==> config.mk <==
export PLATFORM = sky130hd
export DESIGN_NAME = timer_bank
export DESIGN_NICKNAME = d
export VERILOG_FILES = /design/src/rtl/timer_bank_pkg.sv /design/src/rtl/timer_bank_ctrl.sv /design/src/rtl/timer_bank_datapath.sv /design/src/rtl/timer_bank.sv
export SDC_FILE = /design/constraint.sdc
export NUM_CORES = 1
export LEC_CHECK = 0
export BUFFER_PORTS_ARGS = -buffer_cell sky130_fd_sc_hd__buf_4
export CORE_ASPECT_RATIO = 1.1
export CORE_UTILIZATION = 40
export CTS_CLUSTER_DIAMETER = 60
export CTS_CLUSTER_SIZE = 10
export DETAILED_ROUTE_END_ITERATION = 16
export GPL_TIMING_DRIVEN = 0
export PLACE_DENSITY = 0.61
export SYNTH_ARGS = -nofsm -noshare
export SYNTH_HDL_FRONTEND = slang
export SYNTH_HIERARCHICAL = 1
export SYNTH_SLANG_ARGS = --single-unit
==> constraint.sdc <==
create_clock -name clk -period 3.4 [get_ports clk]
set_input_delay 0.51 -clock clk [delete_from_list [all_inputs] [get_ports clk]]
set_output_delay 0.51 -clock clk [all_outputs]
set_load 0.02 [all_outputs]
==> src/rtl/timer_bank_pkg.sv <==
package timer_bank_pkg;
  localparam int DATA_W  = 32;
  localparam int NUM_SRC = 4;
  localparam int NUM_REG = 4;

  // register select codes within one timer
  localparam logic [1:0] REG_CTRL   = 2'd0;
  localparam logic [1:0] REG_RELOAD = 2'd1;
  localparam logic [1:0] REG_COUNT  = 2'd2;
  localparam logic [1:0] REG_ACK    = 2'd3;

  // bit positions
  localparam int RUN_BIT = 0;
  localparam int SRC_LO  = 4;
  localparam int IE_BIT  = 0;
  localparam int CLR_BIT = 5;

  typedef struct packed {
    logic wrCtrl;
    logic wrReload;
    logic wrAck;
  } regCmd_t;
endpackage

==> src/rtl/timer_bank_ctrl.sv <==
module timer_bank_ctrl
  import timer_bank_pkg::*;
#(
  parameter int NUM_TIMERS = 4,
  parameter int ADDR_W     = 6
) (
  input  logic              busWr,
  input  logic [ADDR_W-1:0] busAddr,
  input  logic [DATA_W-1:0] rdWords [NUM_TIMERS][NUM_REG],
  output regCmd_t           cmd [NUM_TIMERS],
  output logic [DATA_W-1:0] busRdata
);
  localparam int IDX_W = ADDR_W - 4;

  logic [1:0]       regSel;
  logic [IDX_W-1:0] idx;

  assign regSel = busAddr[3:2];
  assign idx    = busAddr[ADDR_W-1:4];

  for (genvar i = 0; i < NUM_TIMERS; i++) begin : g_dec
    logic hit;
    assign hit = busWr && (idx == IDX_W'(i));
    assign cmd[i].wrCtrl   = hit && (regSel == REG_CTRL);
    assign cmd[i].wrReload = hit && (regSel == REG_RELOAD);
    assign cmd[i].wrAck    = hit && (regSel == REG_ACK);
  end

  always_comb begin
    busRdata = '0;
    for (int i = 0; i < NUM_TIMERS; i++) begin
      if (idx == IDX_W'(i)) busRdata = rdWords[i][regSel];
    end
  end
endmodule

==> src/rtl/timer_bank_datapath.sv <==
module timer_bank_datapath
  import timer_bank_pkg::*;
#(
  parameter int CNT_W = 32
) (
  input  logic               clk,
  input  logic               rstN,
  input  regCmd_t            cmd,
  input  logic [DATA_W-1:0]  wdata,
  input  logic [NUM_SRC-1:0] tickIn,
  output logic [DATA_W-1:0]  rdWord [NUM_REG],
  output logic               irq
);
  logic             runOn, intEn, pending, done;
  logic [1:0]       srcSel;
  logic [CNT_W-1:0] startVal, count;
  logic             loadNow, reloadWr, stepNow, expireNow;

  assign loadNow   = cmd.wrCtrl && wdata[RUN_BIT] && !runOn;
  assign reloadWr  = cmd.wrReload && !runOn;
  assign stepNow   = runOn && !loadNow && tickIn[srcSel] && !done;
  assign expireNow = stepNow && (count <= CNT_W'(1));

  always_ff @(posedge clk or negedge rstN) begin
    if (!rstN) begin
      runOn    <= 1'b0;
      srcSel   <= '0;
      intEn    <= 1'b0;
      pending  <= 1'b0;
      done     <= 1'b0;
      startVal <= '0;
      count    <= '0;
    end else begin
      if (cmd.wrCtrl) begin
        runOn  <= wdata[RUN_BIT];
        srcSel <= wdata[SRC_LO+1:SRC_LO];
      end
      if (reloadWr) startVal <= wdata[CNT_W-1:0];
      if (cmd.wrAck) intEn <= wdata[IE_BIT];

      if (loadNow)       count <= startVal;
      else if (reloadWr) count <= '0;
      else if (stepNow)  count <= expireNow ? '0 : count - CNT_W'(1);

      if (loadNow)        done <= 1'b0;
      else if (expireNow) done <= 1'b1;

      if (expireNow)                         pending <= 1'b1;
      else if (cmd.wrAck && wdata[CLR_BIT])  pending <= 1'b0;
    end
  end

  always_comb begin
    rdWord[REG_CTRL]                        = '0;
    rdWord[REG_CTRL][RUN_BIT]               = runOn;
    rdWord[REG_CTRL][SRC_LO+1:SRC_LO]       = srcSel;
    rdWord[REG_RELOAD]                      = DATA_W'(startVal);
    rdWord[REG_COUNT]                       = runOn ? DATA_W'(count) : '0;
    rdWord[REG_ACK]                         = '0;
    rdWord[REG_ACK][IE_BIT]                 = intEn;
    rdWord[REG_ACK][CLR_BIT]                = pending;
  end

  assign irq = pending && intEn;
endmodule

==> src/rtl/timer_bank.sv <==
module timer_bank
  import timer_bank_pkg::*;
#(
  parameter int NUM_TIMERS = 4,
  parameter int CNT_W      = 32,
  localparam int IDX_W     = (NUM_TIMERS > 1) ? $clog2(NUM_TIMERS) : 1,
  localparam int ADDR_W    = IDX_W + 4
) (
  input  logic                  clk,
  input  logic                  rstN,
  input  logic                  busWr,
  input  logic [ADDR_W-1:0]     busAddr,
  input  logic [DATA_W-1:0]     busWdata,
  output logic [DATA_W-1:0]     busRdata,
  input  logic [NUM_SRC-1:0]    tickIn,
  output logic [NUM_TIMERS-1:0] irq
);
  regCmd_t           cmd     [NUM_TIMERS];
  logic [DATA_W-1:0] rdWords [NUM_TIMERS][NUM_REG];

  timer_bank_ctrl #(.NUM_TIMERS(NUM_TIMERS), .ADDR_W(ADDR_W)) u_ctrl (
    .busWr    (busWr),
    .busAddr  (busAddr),
    .rdWords  (rdWords),
    .cmd      (cmd),
    .busRdata (busRdata)
  );

  for (genvar i = 0; i < NUM_TIMERS; i++) begin : g_tmr
    timer_bank_datapath #(.CNT_W(CNT_W)) u_dp (
      .clk    (clk),
      .rstN   (rstN),
      .cmd    (cmd[i]),
      .wdata  (busWdata),
      .tickIn (tickIn),
      .rdWord (rdWords[i]),
      .irq    (irq[i])
    );
  end
endmodule

Yosys cells after proc, flatten, opt, wreduce, memory -nomap -nowiden
Cells that the tools add are included.
Widths: inputs -> output; s select.
{"block": "classes", "add_sub_neg": 4, "order_cmp": 9, "eq_ne": 5, "mux": 60, "bitwise": 1, "n_reduce_logical": 78}
{"op": "$mux 32", "n": 32}
{"op": "$bmux 32 s2", "n": 4}
{"op": "$le 32x1->1 const B", "n": 4}
{"op": "$sub 32x1->32 const B", "n": 4}
{"op": "$logic_and 1x1->1", "n": 52}
{"op": "$mux 1", "n": 20}
{"op": "$reduce_bool 2->1", "n": 8}
{"op": "$logic_not 1->1", "n": 12}
{"op": "$lt 2x3->1 const B", "n": 4}
{"op": "$reduce_bool 3->1", "n": 4}
{"op": "$bmux 1 s2", "n": 4}
{"op": "$eq 2x2->1 const B", "n": 3}
{"op": "$eq 2x1->1 const B", "n": 2}
{"op": "$logic_not 2->1", "n": 2}
{"op": "$ge 3x3->1 const B", "n": 1}
{"op": "$not 2->3", "n": 1}
{"block": "word_totals", "register_bits": 280, "input_bits": 45, "output_inout_bits": 36, "elab_cells": 185}

Longest topological paths before layout
{"block": "depth", "ltp_word": 14, "ltp_mapped": 11, "ltp_nobuf": 8}

Hierarchy
Netlist, hierarchy kept.
{"module": "timer_bank_datapath", "instances": 4, "cells_per_inst": 419, "area_each_um2": 4166.5, "seq_area_each_um2": 1751.7}
{"module": "timer_bank_ctrl", "instances": 1, "cells_per_inst": 295, "area_each_um2": 3917.5, "seq_area_each_um2": 0.0}

Worst setup path after synthesis
OpenSTA, ideal clock, no wires.
{"block": "synth_timing", "path_type": "input -> register", "from": "in busAddr[4]", "to": "reg g_tmr[0].u_dp.count[9]", "setup_ns": 0.126, "arrival_time_ns": 2.766, "required_ns": 3.274, "path_slack_ns": 0.508, "path_stages": 10, "path_buffers": 3, "cell_sequence": "clkbuf_1 -> clkbuf_1 -> or3b_2 -> nor3_1 -> a21oi_1 -> or2_2 -> clkbuf_1 -> o211ai_1 -> o41ai_1 -> a221o_1"}
{"element": "from (decl)", "line_no": "timer_bank.sv:12", "source": "input logic [ADDR_W-1:0] busAddr,"}
{"element": "to (signal assigned)", "line_no": "timer_bank_datapath.sv:41", "source": "if (loadNow) count <= startVal;"}
{"element": "to (signal assigned)", "line_no": "timer_bank_datapath.sv:43", "source": "else if (stepNow) count <= expireNow ? '0 : count - CNT_W'(1);"}
{"element": "to (decl)", "line_no": "timer_bank_datapath.sv:16", "source": "logic [CNT_W-1:0] startVal, count;"}

Worst setup path after layout
{"block": "layout_timing", "from": "in busAddr[4]", "to": "out busRdata[0]"}
{"block": "layout_between", "elab_chain_cells": 5, "word_cells_on_any_way": 8, "classes_between": "eq/ne (3); mux (4); reduce/logical (1)"}
{"element": "$logic_not 2->1", "line_no": "timer_bank_ctrl.sv:32", "source": "if (idx == IDX_W'(i)) busRdata = rdWords[i][regSel];"}
{"element": "$mux 32 (3 in series)", "line_no": "timer_bank_ctrl.sv:32"}
{"element": "$mux 32 *", "line_no": "timer_bank_ctrl.sv:32"}
{"element": "to (decl)", "line_no": "timer_bank.sv:14", "source": "output logic [DATA_W-1:0] busRdata,"}
Mark *: on every way between the ends. The rest lies on a longest branch, timed or not.

==> impl_metrics.env <==
export IMPL_coreArea_mm2=0.05047
export IMPL_die_h_um=239.9
export IMPL_fin_crit_sh_pct=99.19
export IMPL_drive_above_1_share_pct=32.09
export IMPL_areaGrowthSynthToFinish_pct=17.29
export IMPL_worst_slew_pin_slew_ns=0.9971
export IMPL_rsz0062_at_grt="no"
export IMPL_finalPower_mw=12.51
export IMPL_ys_warn_count=6
export IMPL_hp_class="in2async"
export IMPL_cts_inserted_buffers=37
export IMPL_async_reset_ff_share_pct=100.0
export IMPL_fmax_mhz=296.5
export IMPL_clock_skew_ns=0.008076
export IMPL_wl_mm=72.57
export IMPL_synth_compound_area_share_pct=14.15
export IMPL_die_w_um=218.3
export IMPL_clkTransAtPathRegs_ns=0.05
export IMPL_synth_simple_area_share_pct=16.19
export IMPL_dpl_worst_slack_ns=-0.4889
export IMPL_htreeDepth=2
export IMPL_cp_max_fo=10
export IMPL_rr_endpoint="g_tmr[1].u_dp/count[30]$_DFFE_PN0P_"
export IMPL_synth_seq_area_share_pct=34.04
export IMPL_critPathMaxStageDelay_ns=0.71
export IMPL_initial_utilization_pct=40.79
export IMPL_synth_edf_count=0
export IMPL_cts_max_path_buffers=3
export IMPL_rows=86
export IMPL_path_cells="clkbuf_1 -> clkbuf_1 -> mux4_2 -> a22oi_1 -> nand2_1 -> buf_4"
export IMPL_rr_startpoint="g_tmr[1].u_dp/count[0]$_DFFE_PN0P_"
export IMPL_outcome="complete, but fails checks"
export IMPL_grt_start_max_net_pins=98
export IMPL_portBuffers=75
export IMPL_die_area_mm2=0.05237
export IMPL_post_cts_buffers=0
export IMPL_grt_use_total_pct=28.25
export IMPL_vdd_drop_max_v=0.0003909
export IMPL_p_per_area_mw_per_mm2=518.3
export IMPL_final_area_mm2=0.02414
export IMPL_avgSynthCellArea_um2=10.44
export IMPL_final_min_clock_period_ns=3.372
export IMPL_firstDrtPassIters=6
export IMPL_path_common_cell="clkbuf_1"
export IMPL_cp_start_kind="input pin"
export IMPL_cts_root_buf="clkbuf_16"
export IMPL_violations="negative hold slack"
export IMPL_ant_nets=0
export IMPL_fin_nets=2372
export IMPL_clk_latency_ns=0.55
export IMPL_worstPathArrival_ns=2.86
export IMPL_critical_path_endpoint_type="output port"
export IMPL_rrSetupSlack_ns=0.25
export IMPL_drt_iter0_drc=1638
export IMPL_worstSetupPathType="in2out"
export IMPL_final_max_slew_viol_count=0
export IMPL_holdWs_ns=-0.01716
export IMPL_place_congestion=1.080
export IMPL_synth_area_mm2=0.02058
export IMPL_vias_per_cell=5.777
export IMPL_cts_sinks=280
export IMPL_io_pins=81
export IMPL_antenna_found_initial=2
export IMPL_placed_area_mm2=0.02291
export IMPL_cts_tree="yes"
export IMPL_leakagePower_nw=10.46
export IMPL_fill_cells=4683
export IMPL_netlist_instances=1971
export IMPL_ff2ff_path_depth=9
export IMPL_yosys_area_share_xor_xnor_pct=0
export IMPL_synth_top_family_by_area="multiplexers"
export IMPL_grt_pass1_wl_mm=108.2
export IMPL_gr_total_overflow=0
export IMPL_vias=17300
export IMPL_route_detailed_drc=0
export IMPL_crit_slowest_cell="clkbuf_1"
export IMPL_drv_cap=0
export IMPL_worst_slack_ns=0.02769
export IMPL_ys_types=54
export IMPL_slew_headroom_pct=32.91
export IMPL_place_detailed_hpwl_mm=55.27
export IMPL_grt_pass1_vias=16610
export IMPL_synth_flop_cell="dfrtp_1"
export IMPL_crit_buf_inv=3
export IMPL_synth_adder_area_share_pct=0.4863
export IMPL_synth_seq_cells=280
export IMPL_synthMuxAreaShare_pct=22.39
export IMPL_wire_per_inst_um=24.23
export IMPL_finalSetupViolations=0
export IMPL_hold_violations=4
export IMPL_critical_path_top_delay_family="buffers and inverters"
export IMPL_crit_required_ns=2.89
[state kept, by name (all words and copies together), names as in the netlist]
signal and cells:
g_tmr.u_dp/intEn 4, g_tmr.u_dp/startVal 128, g_tmr.u_dp/pending 4, g_tmr.u_dp/runOn 4, g_tmr.u_dp/count 128, g_tmr.u_dp/srcSel 8
g_tmr.u_dp/done 4
[how the worst max path moves through the flow]
stage                                     from                                  end  slack, ns  depth (start not counted)
3_3_place_gp                              rstN  g_tmr[2].u_dp/count[16]$_DFFE_PN0P_      -0.87                          1
5_1_grt        g_tmr[3].u_dp/runOn$_DFFE_PN0P_                         busRdata[12]      0.005                          6
6_report                            busAddr[4]                          busRdata[0]       0.03                          6
4_1_cts        g_tmr[1].u_dp/runOn$_DFFE_PN0P_                         busRdata[22]      -0.05                          7
3_5_place_dp                        busAddr[4]  g_tmr[0].u_dp/count[13]$_DFFE_PN0P_      -0.49                         10
2_1_floorplan                       busAddr[4]   g_tmr[0].u_dp/count[9]$_DFFE_PN0P_       0.51                         10
[report_power, final]
group,internal [mW],leakage (nW),total (mW),switching (mW)
combinational,1.88,6.57,3.88,1.99
clock,2.23,0.533,3.74,1.51
sequential,4.02,3.35,4.89,0.879
total,8.13,10.5,12.5,4.39
[metal layers]
| metal | share of wire, % | vias up | track usage (%) |
|---|---|---|---|
| met2 | 47 | 783 | 44.81 |
| met1 | 40 | 8667 | 37.27 |
| met3 | 8.3 | 157 | 5.832 |
| met4 | 4.9 | 4 | 12.21 |
| met5 | 0.18 | - | 0 |
| li1 | - | 7691 | - |
[cell usage after synthesis, types with 9 or more instances]
library cell / instances / share of area [%]
a21oi_1: 36 / 0.88
a221o_1: 12 / 0.58
a221oi_1: 16 / 0.68
a22o_1: 12 / 0.51
a22oi_1: 116 / 4.2
and2_1: 126 / 3.8
buf_1: 12 / 0.22
buf_2: 18 / 0.44
buf_4: 250 / 9.1
buf_6: 15 / 0.82
clkbuf_1: 74 / 1.3
dfrtp_1: 280 / 34
inv_1: 20 / 0.36
mux2_2: 140 / 7.7
mux4_2: 127 / 14
nand2_1: 149 / 2.7
nand2b_1: 9 / 0.27
nand3_1: 53 / 1.3
nand3b_1: 10 / 0.36
nor2_1: 94 / 1.7
nor2b_1: 12 / 0.36
nor3_1: 48 / 1.2
nor4_1: 28 / 0.85
o211a_1: 12 / 0.58
o211ai_1: 32 / 1.2
o21ai_0: 56 / 1.4
o311ai_0: 20 / 0.85
o31ai_1: 20 / 0.73
o41ai_1: 16 / 0.68
or3_1: 24 / 0.73
or4_1: 16 / 0.58
[cell type report]
| cell class | instances | area [µm²] | area share (%) |
|---|---|---|---|
| diodes | 4 | 10.01 | 0.04146 |
| plain buffers | 373 | 2545 | 10.54 |
| clock buffers | 43 | 968.4 | 4.011 |
| clock inverters | 8 | 121.4 | 0.5027 |
| inverters | 20 | 75.07 | 0.3110 |
| multi-input cells | 1530 | 11960 | 49.55 |
| flip-flops and latches | 280 | 7009 | 29.03 |
| well taps | 660 | 825.8 | 3.421 |
| repair buffers | 77 | 625.6 | 2.591 |
[stage by stage]
stage / TNS, ns / utilization (%) / cells
floorplan: 0 / - / 2203
detailed placement: -29.03 / 45.39 / 2940
CTS: -0.05140 / 47.73 / 2991
global route: 0 / 47.83 / 2993
finish: 0 / 47.84 / 2995
global placement: -255.54 / 45.26 / 2938
[cells in the final DEF (no fill, tap or decap), types with 20 or more instances in the layout]
| master | synthesis | final |
|---|---|---|
| and2_1 | 126 | 126 |
| nand3_1 | 53 | 53 |
| o31ai_1 | 20 | 20 |
| buf_2 | 18 | 21 |
| nand2_1 | 149 | 147 |
| o311ai_0 | 20 | 20 |
| nor3_1 | 48 | 45 |
| nor2_1 | 94 | 93 |
| o211ai_1 | 32 | 32 |
| inv_1 | 20 | 20 |
| a21oi_1 | 36 | 36 |
| clkbuf_16 | 0 | 37 |
| a22oi_2 | 0 | 20 |
| dfrtp_1 | 280 | 278 |
| nor4_1 | 28 | 28 |
| clkbuf_1 | 74 | 69 |
| mux2_2 | 140 | 140 |
| mux4_2 | 127 | 127 |
| or3_1 | 24 | 24 |
| o21ai_0 | 56 | 56 |
| conb_1 | 4 | 236 |
| buf_4 | 250 | 324 |
| a22oi_1 | 116 | 96 |
[repair_timing]
action / CTS / global route
gates resized for setup: 21 / 25
endpoints found under the setup margin: 18 / 73
hold buffers: 0 / 0
pin swaps: 1 / 4
[cell families after synthesis]
family,count (synthesis)
and+or+nand+nor,614
AOI/OAI and AO/OA,396
buffers and inverters,393
DFF,280
muxes,276
adders and majority gates,8
other,4
(Power assumes the default switching activity.)
